### src/rtl/spim_ctrl.sv
module spim_ctrl #(
  parameter int DW   = 16,
  parameter int DIVW = 8
) (
  input  logic          clk,
  input  logic          rst_n,
  input  logic          bus_sel,
  input  logic          bus_wr,
  input  logic [1:0]    bus_addr,
  input  logic [DW-1:0] bus_wdata,
  output logic [DW-1:0] bus_rdata,
  output logic          sck,
  output logic          mosi,
  input  logic          miso,
  input  logic          nss_in,
  output logic          nss_out,
  output logic          nss_oe
);
  localparam int FW = $clog2(DW);
  localparam int EW = $clog2(2 * DW);
  localparam int CW = 10 + FW;

  logic          en_q, mst_q, cpol_q, cpha_q, swm_q, swl_q, soe_q;
  logic [2:0]    baud_q;
  logic [FW-1:0] fs_q;
  logic [DW-1:0] txb_q, rxb_q, tsh_q, rsh_q;
  logic          txf_q, rxf_q, busy_q, fault_q, arm_q, sckl_q;
  logic [DIVW-1:0] div_q;
  logic [EW-1:0] edge_q;

  logic wr_ctrl, rd_stat, wr_data, rd_data;
  assign wr_ctrl = bus_sel &  bus_wr & (bus_addr == 2'd0);
  assign rd_stat = bus_sel & ~bus_wr & (bus_addr == 2'd1);
  assign wr_data = bus_sel &  bus_wr & (bus_addr == 2'd2);
  assign rd_data = bus_sel & ~bus_wr & (bus_addr == 2'd2);

  logic unused_wd;
  assign unused_wd = ^bus_wdata[DW-1:CW];

  logic sel_lvl, run, fault_hit;
  assign sel_lvl   = swm_q ? swl_q : nss_in;
  assign run       = en_q & mst_q;
  assign fault_hit = run & ~soe_q & ~sel_lvl;

  logic [FW-1:0]   fs_eff;
  logic [EW-1:0]   last_edge;
  logic [DIVW-1:0] half_m1;
  assign fs_eff    = (fs_q < FW'(3)) ? FW'(3) : fs_q;
  assign last_edge = EW'({fs_eff, 1'b1});
  assign half_m1   = (DIVW'(1) << baud_q) - DIVW'(1);

  logic tick, lead, samp, shft, load, done;
  assign tick = busy_q & (div_q == half_m1);
  assign lead = ~edge_q[0];
  assign samp = tick &  (lead ^ cpha_q);
  assign shft = tick & ~(lead ^ cpha_q) & ~(lead & (edge_q == '0));
  assign load = run & ~busy_q & txf_q & ~fault_hit;
  assign done = tick & (edge_q == last_edge);

  logic [DW-1:0] rsh_nx, rx_word;
  assign rsh_nx  = {rsh_q[DW-2:0], miso};
  assign rx_word = samp ? rsh_nx : rsh_q;

  always_ff @(posedge clk or negedge rst_n) begin
    if (!rst_n) begin
      en_q <= 1'b0; mst_q <= 1'b0; cpol_q <= 1'b0; cpha_q <= 1'b0;
      swm_q <= 1'b0; swl_q <= 1'b0; soe_q <= 1'b0;
      baud_q <= '0; fs_q <= FW'(7);
    end else begin
      if (wr_ctrl) begin
        en_q   <= bus_wdata[0];
        mst_q  <= bus_wdata[1];
        cpol_q <= bus_wdata[2];
        cpha_q <= bus_wdata[3];
        baud_q <= bus_wdata[6:4];
        swm_q  <= bus_wdata[7];
        swl_q  <= bus_wdata[8];
        soe_q  <= bus_wdata[9];
        fs_q   <= bus_wdata[10 +: FW];
      end
      if (fault_hit) begin
        en_q  <= 1'b0;
        mst_q <= 1'b0;
      end
    end
  end

  always_ff @(posedge clk or negedge rst_n) begin
    if (!rst_n) begin
      fault_q <= 1'b0;
      arm_q   <= 1'b0;
    end else if (fault_hit) begin
      fault_q <= 1'b1;
      arm_q   <= 1'b0;
    end else if (wr_ctrl) begin
      if (arm_q) fault_q <= 1'b0;
      arm_q <= 1'b0;
    end else if (rd_stat && fault_q) begin
      arm_q <= 1'b1;
    end
  end

  always_ff @(posedge clk or negedge rst_n) begin
    if (!rst_n) begin
      txb_q <= '0;
      txf_q <= 1'b0;
    end else if (load) begin
      txf_q <= 1'b0;
    end else if (wr_data && !txf_q) begin
      txb_q <= bus_wdata;
      txf_q <= 1'b1;
    end
  end

  always_ff @(posedge clk or negedge rst_n) begin
    if (!rst_n) begin
      busy_q <= 1'b0; sckl_q <= 1'b0; div_q <= '0; edge_q <= '0;
      tsh_q  <= '0;   rsh_q  <= '0;
    end else if (fault_hit || !run) begin
      busy_q <= 1'b0;
      sckl_q <= 1'b0;
    end else if (load) begin
      busy_q <= 1'b1;
      sckl_q <= 1'b0;
      div_q  <= '0;
      edge_q <= '0;
      tsh_q  <= txb_q << (FW'(DW - 1) - fs_eff);
      rsh_q  <= '0;
    end else if (tick) begin
      div_q  <= '0;
      sckl_q <= ~sckl_q;
      edge_q <= edge_q + 1'b1;
      if (samp) rsh_q <= rsh_nx;
      if (shft) tsh_q <= {tsh_q[DW-2:0], 1'b0};
      if (done) busy_q <= 1'b0;
    end else if (busy_q) begin
      div_q <= div_q + 1'b1;
    end
  end

  always_ff @(posedge clk or negedge rst_n) begin
    if (!rst_n) begin
      rxb_q <= '0;
      rxf_q <= 1'b0;
    end else if (done && run && !fault_hit) begin
      rxb_q <= rx_word;
      rxf_q <= 1'b1;
    end else if (rd_data) begin
      rxf_q <= 1'b0;
    end
  end

  assign sck     = cpol_q ^ sckl_q;
  assign mosi    = tsh_q[DW-1];
  assign nss_oe  = soe_q & run;
  assign nss_out = ~nss_oe;

  logic [CW-1:0] ctrl_rd;
  assign ctrl_rd = {fs_q, soe_q, swl_q, swm_q, baud_q, cpha_q, cpol_q, mst_q, en_q};

  always_comb begin
    case (bus_addr)
      2'd0:    bus_rdata = DW'(ctrl_rd);
      2'd1:    bus_rdata = DW'({fault_q, busy_q, ~txf_q, rxf_q});
      2'd2:    bus_rdata = rxb_q;
      default: bus_rdata = '0;
    endcase
  end
endmodule

### config.mk
export PLATFORM = sky130hd
export DESIGN_NAME = spim_ctrl
export DESIGN_NICKNAME = d
export VERILOG_FILES = /design/src/rtl/spim_ctrl.sv
export SDC_FILE = /design/constraint.sdc
export NUM_CORES = 1
export LEC_CHECK = 0
export BUFFER_PORTS_ARGS = -buffer_cell sky130_fd_sc_hd__buf_4
export CAP_MARGIN = 20
export CORE_MARGIN = 4
export CORE_UTILIZATION = 32
export DETAILED_ROUTE_END_ITERATION = 8
export PLACE_DENSITY_LB_ADDON = 0.1
export REMOVE_ABC_BUFFERS = 1
export SETUP_SLACK_MARGIN = 0.02
export SLEW_MARGIN = 20
export SYNTH_ARGS = -nofsm -noshare
export SYNTH_HDL_FRONTEND = slang
export SYNTH_SLANG_ARGS = --single-unit
### constraint.sdc
create_clock -name clk -period 7.11 [get_ports clk]
set_input_delay 0.3555 -clock clk [delete_from_list [all_inputs] [get_ports clk]]
set_output_delay 0.3555 -clock clk [all_outputs]
set_load 0.05 [all_outputs]
==> impl_metrics.ini, run 1 <==
[run_status]
outcome = completed

[drt]
drtAntennaViolNets = 0
vias_per_cell = 5.50
drt_iter0_drc = 306
wl_per_cell_um = 18.8
drc_errors = 0
num_vias = 4343
wl_mm = 14.8
detail_route.first_pass.iterations = 5

[worst_hold_path]
class_of_the_tightest_hold_or_removal_check = input pin to flop
hold_depth = 3

[clock_tree]
clock_sink_count = 97
clock_tree_from_tritoncts = yes
cts_buffers = 9
worst_setup_hold_path_clk_slew_ps = 70
post_cts_resize_count = 0
cts_htree_levels = 3
cts_root_buffer = sky130_fd_sc_hd__clkbuf_16
clock_tree.buffer_depth = 2
insertion_delay_to_the_later_sink_of_the_worst_skew_pair_ps = 350
post-cts-setup-buffer-count = 0

[placed_design]
dpl_cell_area_um2 = 6100
placement.io_buffers = 43
detailedPlace.worstSlack_ps = 2800
hpwl_mm = 10.5
place_congestion = 0.831

[floorplan]
core_region_area_um2 = 17300
dieWidth_um = 141
io-pin-count = 44
initial_utilization_pct = 32.6
placementRows = 48
die-height_um = 141
die_area_um2 = 19800

[logic_synthesis]
synth_enable_flop_cells = 0
syn_inst = 540
post_synth_instance_area_um2 = 5650
synth.distinct_cells = 63
yosys_register_bits = 97
yosys.cell_count.top_type = sky130_fd_sc_hd__dfrtp_1
synthTopCellsByCount = sky130_fd_sc_hd__dfrtp_1, sky130_fd_sc_hd__mux2_2, sky130_fd_sc_hd__nand2_1, sky130_fd_sc_hd__nor2_1, sky130_fd_sc_hd__o21ai_0
ys_top_cells_by_area = sky130_fd_sc_hd__dfrtp_1, sky130_fd_sc_hd__mux2_2, sky130_fd_sc_hd__mux2_1
synth_async_sr_flop_share_pct = 100
postSynthAreaPerCell_um2 = 10.5
synth_area_leader_cell = sky130_fd_sc_hd__dfrtp_1
synth.yosys.seq_area_share_pct = 43.1
ys_warn_count = 0
synthDominantCellAreaShare_pct = 41.7
ys.flop_type = sky130_fd_sc_hd__dfrtp_1

[sta]
slew_headroom_pct = 35.3
timing.fmax_mhz = 230
timing.clock.skew_ps = 8.38
worst_pin_slew_ps = 968
hold_viol = 0
timing_max_transition_violations_final = 0
min_period_over_period_pct = 61.1
setup-tns-final_ps = 0
final_ws_setup_ps = 2760
rsz0062_at_grt = no
layout_min_cycle_time_ps = 4350
report.final.setup_viol = 0

[layout]
synth_to_final_area_change_pct = 14.0
nNetsFinal = 588
design_area_um2 = 6430
layout.filler_cells = 1777
sequential_cell_area_um2 = 2430
post_route_cells_drive_above_1_share_pct = 23.5
antenna-diode-count = 0
multiInputGateArea_um2 = 2970

[worst_setup_path]
crit_required_ps = 7350
criticalPathCategory = flop to flop
cp-end-kind = flop
start_kind = flop
critical_path_arrival_ps = 4580
crit_fanout = 17
depth_of_the_most_critical_reg_to_reg_path = 9

[flow_run]
cap_viol_max_count = 0

[pwr]
vdd_drop_max_v = 0.000149
power.total_mw = 2.04
power_leakage_nw = 2.90
pwrdens_nw_per_um2 = 318

[grt]
largest_net_degree_at_the_start_of_global_routing = 59
global_route.usage.total_pct = 15.4
first_global_vias = 4393
grt_pass1_wl_mm = 24.5
grt_antenna_before_repair = 0
gr-total-overflow = 0
kinds of logic after synthesis:
family	after synthesis	synth area share, %
AOI/OAI and AO/OA	131	17.2
xor gates and xnor gates	15	2.33
adders and majority gates	4	0.887
buffers and inverters	55	4.43
DFF	97	43.1
muxes	104	20.4
and+or+nand+nor	134	11.7
where the power goes:
part	internal, mW	leakage (nW)	switching [mW]
logic	0.294	1.47	0.352
registers	0.671	1.27	0.184
clock network	0.312	0.161	0.231
placed cells by master, fill, tap and decap left out, drive strengths merged, types with 6 or more instances in the layout:
cell,count
dfrtp,94
mux2,78
buf,48
nand2,39
nor2,37
o21ai,32
mux2i,25
a22o,23
inv,18
nand3,12
xor2,11
a21oi,11
o22ai,10
clkbuf,9
and2,8
nor3,7
nand4,6
o2bb2ai,6
final timing paths:
path / start / endpoint / slack (ps)
worst max-delay path: baud_q[1] / rxb_q[3] / 2760
worst min-delay path: bus_wdata[13] / fs_q[3] / 220
worst max register to register: baud_q[1] / rxb_q[3] / 2760
worst min register to register: rxb_q[14] / rxb_q[14] / 480
max in group asynchronous: rst_n / txb_q[15] / 5440
min in group asynchronous: rst_n / div_q[6] / 510
state kept, by name, summed over array words and instances, names as in the netlist, 3 cells and up:
signal / cells
fs_q: 4
rsh_q: 16
baud_q: 3
tsh_q: 16
rxb_q: 16
div_q: 8
txb_q: 16
edge_q: 5
metrics by stage:
stage | std cells | utilization (%) | hold WS, ps
6_report | 790 | 37.2 | 215
5_1_grt | 790 | 37.2 | 227
4_1_cts | 790 | 37.2 | 202
3_5_place_dp | 773 | 35.3 | 374
3_3_place_gp | 772 | 35.2 | 367
2_1_floorplan | 500 | - | 59.9
layout make-up:
class                      instances  area share [%]
multi-input combinational        388            46.1
inverter                          15           0.875
clock inverter                     7            1.56
tap                              225            4.38
timing repair buffer              49            5.76
clock buffer                       9            3.50
sequential                        97            37.8
metal layers:
layer  routed length (µm)  GRT usage, %
met5                    0             0
met4                  227          5.15
met3                  447          2.20
met2                 6820          23.7
met1                 7350          22.3
worst max-delay path, cell delays in order, from the launching register on:
cell                      delay, ps
sky130_fd_sc_hd__dfrtp_1        510
sky130_fd_sc_hd__nor2_1         230
sky130_fd_sc_hd__nand2_1         90
sky130_fd_sc_hd__ha_1           280
sky130_fd_sc_hd__xnor2_1        200
sky130_fd_sc_hd__or4_1          490
sky130_fd_sc_hd__a311o_1        430
sky130_fd_sc_hd__a21oi_1        690
sky130_fd_sc_hd__and3_1         890
sky130_fd_sc_hd__mux2_2         410
repair_timing:
action | 4_1_cts | 5_1_grt
setup endpoints to repair | 0 | 0
hold buffers | 1 | 0
hold endpoints to repair | 3 | 0
Note: power is estimated with default switching activity, not from simulation.
==> run 2: changes to the inputs <==
clock period = 3.9 ns   (was 7.11 ns; I/O delays follow)
==> run 2 against run 1 <==
Against the previous run: first-iteration DRC count is 22% lower; die area stayed put; critical path depth is 1 higher; worst hold slack worse by 170 ps; highest routed layer unchanged.
==> impl_metrics.ini, run 2 (synthesized netlist as in run 1, its figures left out) <==
[run_status]
outcome = completed

[sta]
setup-tns-final_ps = 0
layout_min_cycle_time_ps = 3540
timing.fmax_mhz = 282
min_period_over_period_pct = 90.9
slew_headroom_pct = 48.5
rsz0062_at_grt = no
worst_pin_slew_ps = 772
hold_viol = 0
finalHoldWorstSlack_ps = 49.9
timing.clock.skew_ps = 9.72
timing_max_transition_violations_final = 0
report.final.setup_viol = 0

[drt]
wl_per_cell_um = 18.7
num_vias = 4331
wl_mm = 14.9
vias_per_cell = 5.44
detail_route.first_pass.iterations = 4
drc_errors = 0
drt_iter0_drc = 240
drtAntennaViolNets = 0

[floorplan]
die-height_um = 141
core_region_area_um2 = 17300
dieWidth_um = 141
die_area_um2 = 19800
placementRows = 48
initial_utilization_pct = 32.6
io-pin-count = 44

[worst_setup_path]
criticalPathCategory = flop to flop
crit_required_ps = 4140
regToRegSetupSlack_ps = 360
timing.critical_path.from = baud_q[2]
cp-end-kind = flop
critical_path_arrival_ps = 3780
crit_fanout = 18
start_kind = flop
r2r-start = baud_q[2]

[clock_tree]
clock_tree_from_tritoncts = yes
insertion_delay_to_the_later_sink_of_the_worst_skew_pair_ps = 350
cts_root_buffer = sky130_fd_sc_hd__clkbuf_16
clock_sink_count = 97
clock_tree.buffer_depth = 2
post_cts_resize_count = 0
cts_buffers = 9
cts_htree_levels = 3
worst_setup_hold_path_clk_slew_ps = 80

[grt]
largest_net_degree_at_the_start_of_global_routing = 77
global_route.usage.total_pct = 15.6
gr-total-overflow = 0
first_global_vias = 4455
grt_antenna_before_repair = 0
grt_pass1_wl_mm = 24.8

[layout]
design_area_um2 = 6500
layout.cells.most_common_list = sky130_fd_sc_hd__dfrtp_1, sky130_fd_sc_hd__mux2_2, sky130_fd_sc_hd__buf_4
post_route_cells_drive_above_1_share_pct = 24.3
nNetsFinal = 594
antenna-diode-count = 0
synth_to_final_area_change_pct = 15.2
utilization_of_the_core_after_routing_pct = 37.6
mostFrequentLayoutCell = sky130_fd_sc_hd__dfrtp_1

[pwr]
vdd_drop_max_v = 0.000280
power.switching_fraction_pct = 37.8
power.total_mw = 3.76
combPwrFrac_pct = 31.8
power_leakage_nw = 2.94
share_clk_of_total_power_pct = 27.0
switchingPower_mw = 1.42
seq_power_share_pct = 41.2
pwrdens_nw_per_um2 = 579
intPower_mw = 2.34

[worst_hold_path]
hold_path_startpoint = bus_wdata[13]
class_of_the_tightest_hold_or_removal_check = input pin to flop

[placed_design]
hpwl_mm = 10.3
place_congestion = 0.813
dpl_cell_area_um2 = 6150
placement.io_buffers = 43

[flow_run]
cap_viol_max_count = 0
[run 2: layer usage]
| metal | vias up | global-route usage, % | part of all wire, % |
|---|---|---|---|
| li1 | 2059 | - | - |
| met2 | 75 | 24.4 | 46 |
| met1 | 2185 | 22.4 | 50 |
| met5 | - | 0 | 0 |
| met4 | 0 | 4.18 | 1.3 |
| met3 | 12 | 2.78 | 2.8 |
[run 2: what timing repair did]
action                                  CTS  global route
hold buffers                              0             1
hold endpoints to repair                  0            73
setup buffers                             0             0
endpoints found under the setup margin    0             0
[run 2: critical path: stages, from the launching register on]
cell and delay [ps]:
sky130_fd_sc_hd__dfrtp_1 500, sky130_fd_sc_hd__nor2_1 240, sky130_fd_sc_hd__nand2_1 100, sky130_fd_sc_hd__ha_1 280, sky130_fd_sc_hd__xnor2_1 190, sky130_fd_sc_hd__or4_1 490
sky130_fd_sc_hd__a311o_1 420, sky130_fd_sc_hd__a211oi_4 240, sky130_fd_sc_hd__buf_4 310, sky130_fd_sc_hd__mux2_1 350, sky130_fd_sc_hd__mux2_1 300
[run 2: final cells by class]
type / instances / area [µm²]
clock buffers: 9 / 225
clock inverters: 7 / 113
fillers: 1747 / 10800
inverters: 15 / 56.3
multi-input cells: 388 / 2980
flip-flops and latches: 97 / 2430
well taps: 225 / 282
repair buffers: 55 / 419
[run 2: stage by stage]
stage | cells | setup WS, ps
after global placement | 779 | 546
after floorplan | 500 | 248
final | 796 | 357
after global routing | 796 | 204
after CTS | 795 | 369
after detailed placement | 779 | 388
[run 2: path summary, 6_finish.rpt]
kind / to / depth (start not counted)
setup / recovery: rxb_q[10] / 10
hold / removal: fs_q[3] / 3
setup reg to reg: rxb_q[10] / 10
hold reg to reg: rxf_q / 1
max in group asynchronous: fs_q[2] / 3
min in group asynchronous: baud_q[0] / 2
[run 2: power groups by stage]
| stage | Sequential, mW | Combinational (mW) | Clock, mW |
|---|---|---|---|
| 3_3_place_gp | 1.56 | 1.19 | 0 |
| 4_1_cts | 1.55 | 1.21 | 1.05 |
| 3_5_place_dp | 1.57 | 1.20 | 0 |
| 5_1_grt | 1.60 | 1.33 | 1.09 |
| 6_report | 1.55 | 1.20 | 1.02 |
| 2_1_floorplan | 1.47 | 0.874 | 0 |
==> run 3: changes to the inputs <==
REMOVE_ABC_BUFFERS = unset   (was 1)
TNS_END_PERCENT = 50   (was unset)
==> run 3 against run 2 <==
Against the previous run: cell count is 0.25% higher; global-route usage is 0.15 points higher; combinational power hardly changed; clock skew is 1.8 ps higher; critical endpoint is now rxb_q[12]; register-to-register slack better by 90 ps; via count is 0.42% lower; sequential share of layout area is 0.27 points higher; first-iteration DRC count is 5.0% lower; clock-buffer cell count stayed put; wire length is 2.7% higher; flip-flop and latch count stayed put; critical path depth stayed put; critical path type unchanged.
==> impl_metrics.ini, run 3 (synthesized netlist as in run 1, its figures left out) <==
[floorplan]
core_region_area_um2 = 17300
die-height_um = 141
dieWidth_um = 141
initial_utilization_pct = 32.6
io-pin-count = 44
die_area_um2 = 19800
placementRows = 48

[drt]
drt_iter0_drc = 228
detail_route.first_pass.iterations = 4
drtAntennaViolNets = 0
wl_mm = 15.3
num_vias = 4313
wl_per_cell_um = 19.1
vias_per_cell = 5.40
drc_errors = 0

[clock_tree]
insertion_delay_to_the_later_sink_of_the_worst_skew_pair_ps = 360
cts_buffers = 9
clock_tree_from_tritoncts = yes
worst_setup_hold_path_clk_slew_ps = 80
clock_sink_count = 97
post-cts-setup-buffer-count = 0
post_cts_resize_count = 0
cts_htree_levels = 3
clock_tree.buffer_depth = 2
cts_hold_buf = 1
cts_root_buffer = sky130_fd_sc_hd__clkbuf_16

[grt]
largest_net_degree_at_the_start_of_global_routing = 65
grt_pass1_wl_mm = 24.8
grt_antenna_before_repair = 0
first_global_vias = 4311
gr-total-overflow = 0
global_route.usage.total_pct = 15.8

[pwr]
pwrdens_nw_per_um2 = 566
power_leakage_nw = 2.92
vdd_drop_max_v = 0.000225

[logic_synthesis]
synth_nets = 568

[placed_design]
placement.io_buffers = 43
place_congestion = 0.829
detailedPlace.worstSlack_ps = 430
hpwl_mm = 10.8

[worst_setup_path]
timing.critical_path.from = baud_q[1]
depth_of_the_most_critical_reg_to_reg_path = 10
r2r-end = rxb_q[12]
cp-end-kind = flop
crit_path_end = rxb_q[12]
r2r-start = baud_q[1]
start_kind = flop
crit_required_ps = 4150
critical_path_arrival_ps = 3700
criticalPathCategory = flop to flop
crit_fanout = 18
regToRegSetupSlack_ps = 450

[layout]
nNetsFinal = 596
layout.filler_cells = 1781
mostFrequentLayoutCell = sky130_fd_sc_hd__dfrtp_1
layout.cells.most_common_list = sky130_fd_sc_hd__dfrtp_1, sky130_fd_sc_hd__buf_4, sky130_fd_sc_hd__mux2_2
synth_to_final_area_change_pct = 14.3
post_route_cells_drive_above_1_share_pct = 24.6
antenna-diode-count = 0

[sta]
min_period_over_period_pct = 88.6
report.final.setup_viol = 0
hold_viol = 0
slew_headroom_pct = 41.4
worst_pin_slew_ps = 879
rsz0062_at_grt = no
setup-tns-final_ps = 0
timing.fmax_mhz = 290
layout_min_cycle_time_ps = 3450
timing.clock.skew_ps = 11.5
timing_max_transition_violations_final = 0
finalHoldWorstSlack_ps = 56.2
final_ws_setup_ps = 446

[worst_hold_path]
class_of_the_tightest_hold_or_removal_check = input pin to flop

[run_status]
outcome = completed

[flow_run]
cap_viol_max_count = 0
run 3: cell types whose count changed in the layout (fill, tap and decap cells not counted):
cell and change:
sky130_fd_sc_hd__nor3_2 +1, sky130_fd_sc_hd__buf_6 -1, sky130_fd_sc_hd__clkinv_8 -1, sky130_fd_sc_hd__nor3_4 -1, sky130_fd_sc_hd__buf_4 +3, sky130_fd_sc_hd__inv_8 +1
sky130_fd_sc_hd__clkinv_4 +1, sky130_fd_sc_hd__clkinv_2 +1, sky130_fd_sc_hd__bufinv_16 -2
run 3: worst min path at each step:
stage	start	to	slack (ps)	depth (start not counted)
after detailed placement	rst_n	rsh_q[15]	370	1
after floorplan	rst_n	arm_q	-100	0
final	miso	rsh_q[0]	60	2
after global routing	miso	rsh_q[0]	50	2
after global placement	rst_n	rsh_q[14]	360	1
after CTS	miso	rsh_q[0]	40	2
run 3: per-stage QoR:
stage               total power, mW  std cells  util (%)  cell area (µm²)
finish                         3.65        798      37.3             6450
floorplan                      2.38        540         -             5650
global route                   3.89        798      37.3             6450
global placement               2.77        781      35.6             6160
CTS                            3.69        798      37.3             6450
detailed placement             2.78        781      35.6             6160
run 3: layout make-up:
cell class / count / area (µm²) / share of cell area (%)
repair buffers: 57 / 430 / 6.67
multi-input cells: 388 / 2970 / 46.0
well taps: 225 / 282 / 4.36
inverters: 15 / 56.3 / 0.872
clock inverters: 7 / 61.3 / 0.950
flip-flops and latches: 97 / 2430 / 37.7
clock buffers: 9 / 225 / 3.49
run 3: where the power goes:
group	total [mW]	internal, mW	switching [mW]
logic	1.22	0.551	0.669
registers	1.55	1.22	0.323
clock network	0.885	0.446	0.439
run 3: metal layers:
| metal | GRT usage (%) | wire (µm) |
|---|---|---|
| met4 | 3.98 | 204 |
| met1 | 21.7 | 7350 |
| met2 | 25.3 | 7160 |
| met3 | 3.63 | 548 |
| met5 | 0 | 0 |
run 3: worst max-delay path, cell delays in order (launching register included):
cell and delay [ps]:
sky130_fd_sc_hd__dfrtp_1 500, sky130_fd_sc_hd__nor2_1 220, sky130_fd_sc_hd__nand2_1 80, sky130_fd_sc_hd__ha_1 270, sky130_fd_sc_hd__xnor2_1 180, sky130_fd_sc_hd__or4_1 480
sky130_fd_sc_hd__a311o_1 420, sky130_fd_sc_hd__a211oi_4 230, sky130_fd_sc_hd__buf_4 300, sky130_fd_sc_hd__mux2_1 360, sky130_fd_sc_hd__mux2_1 300
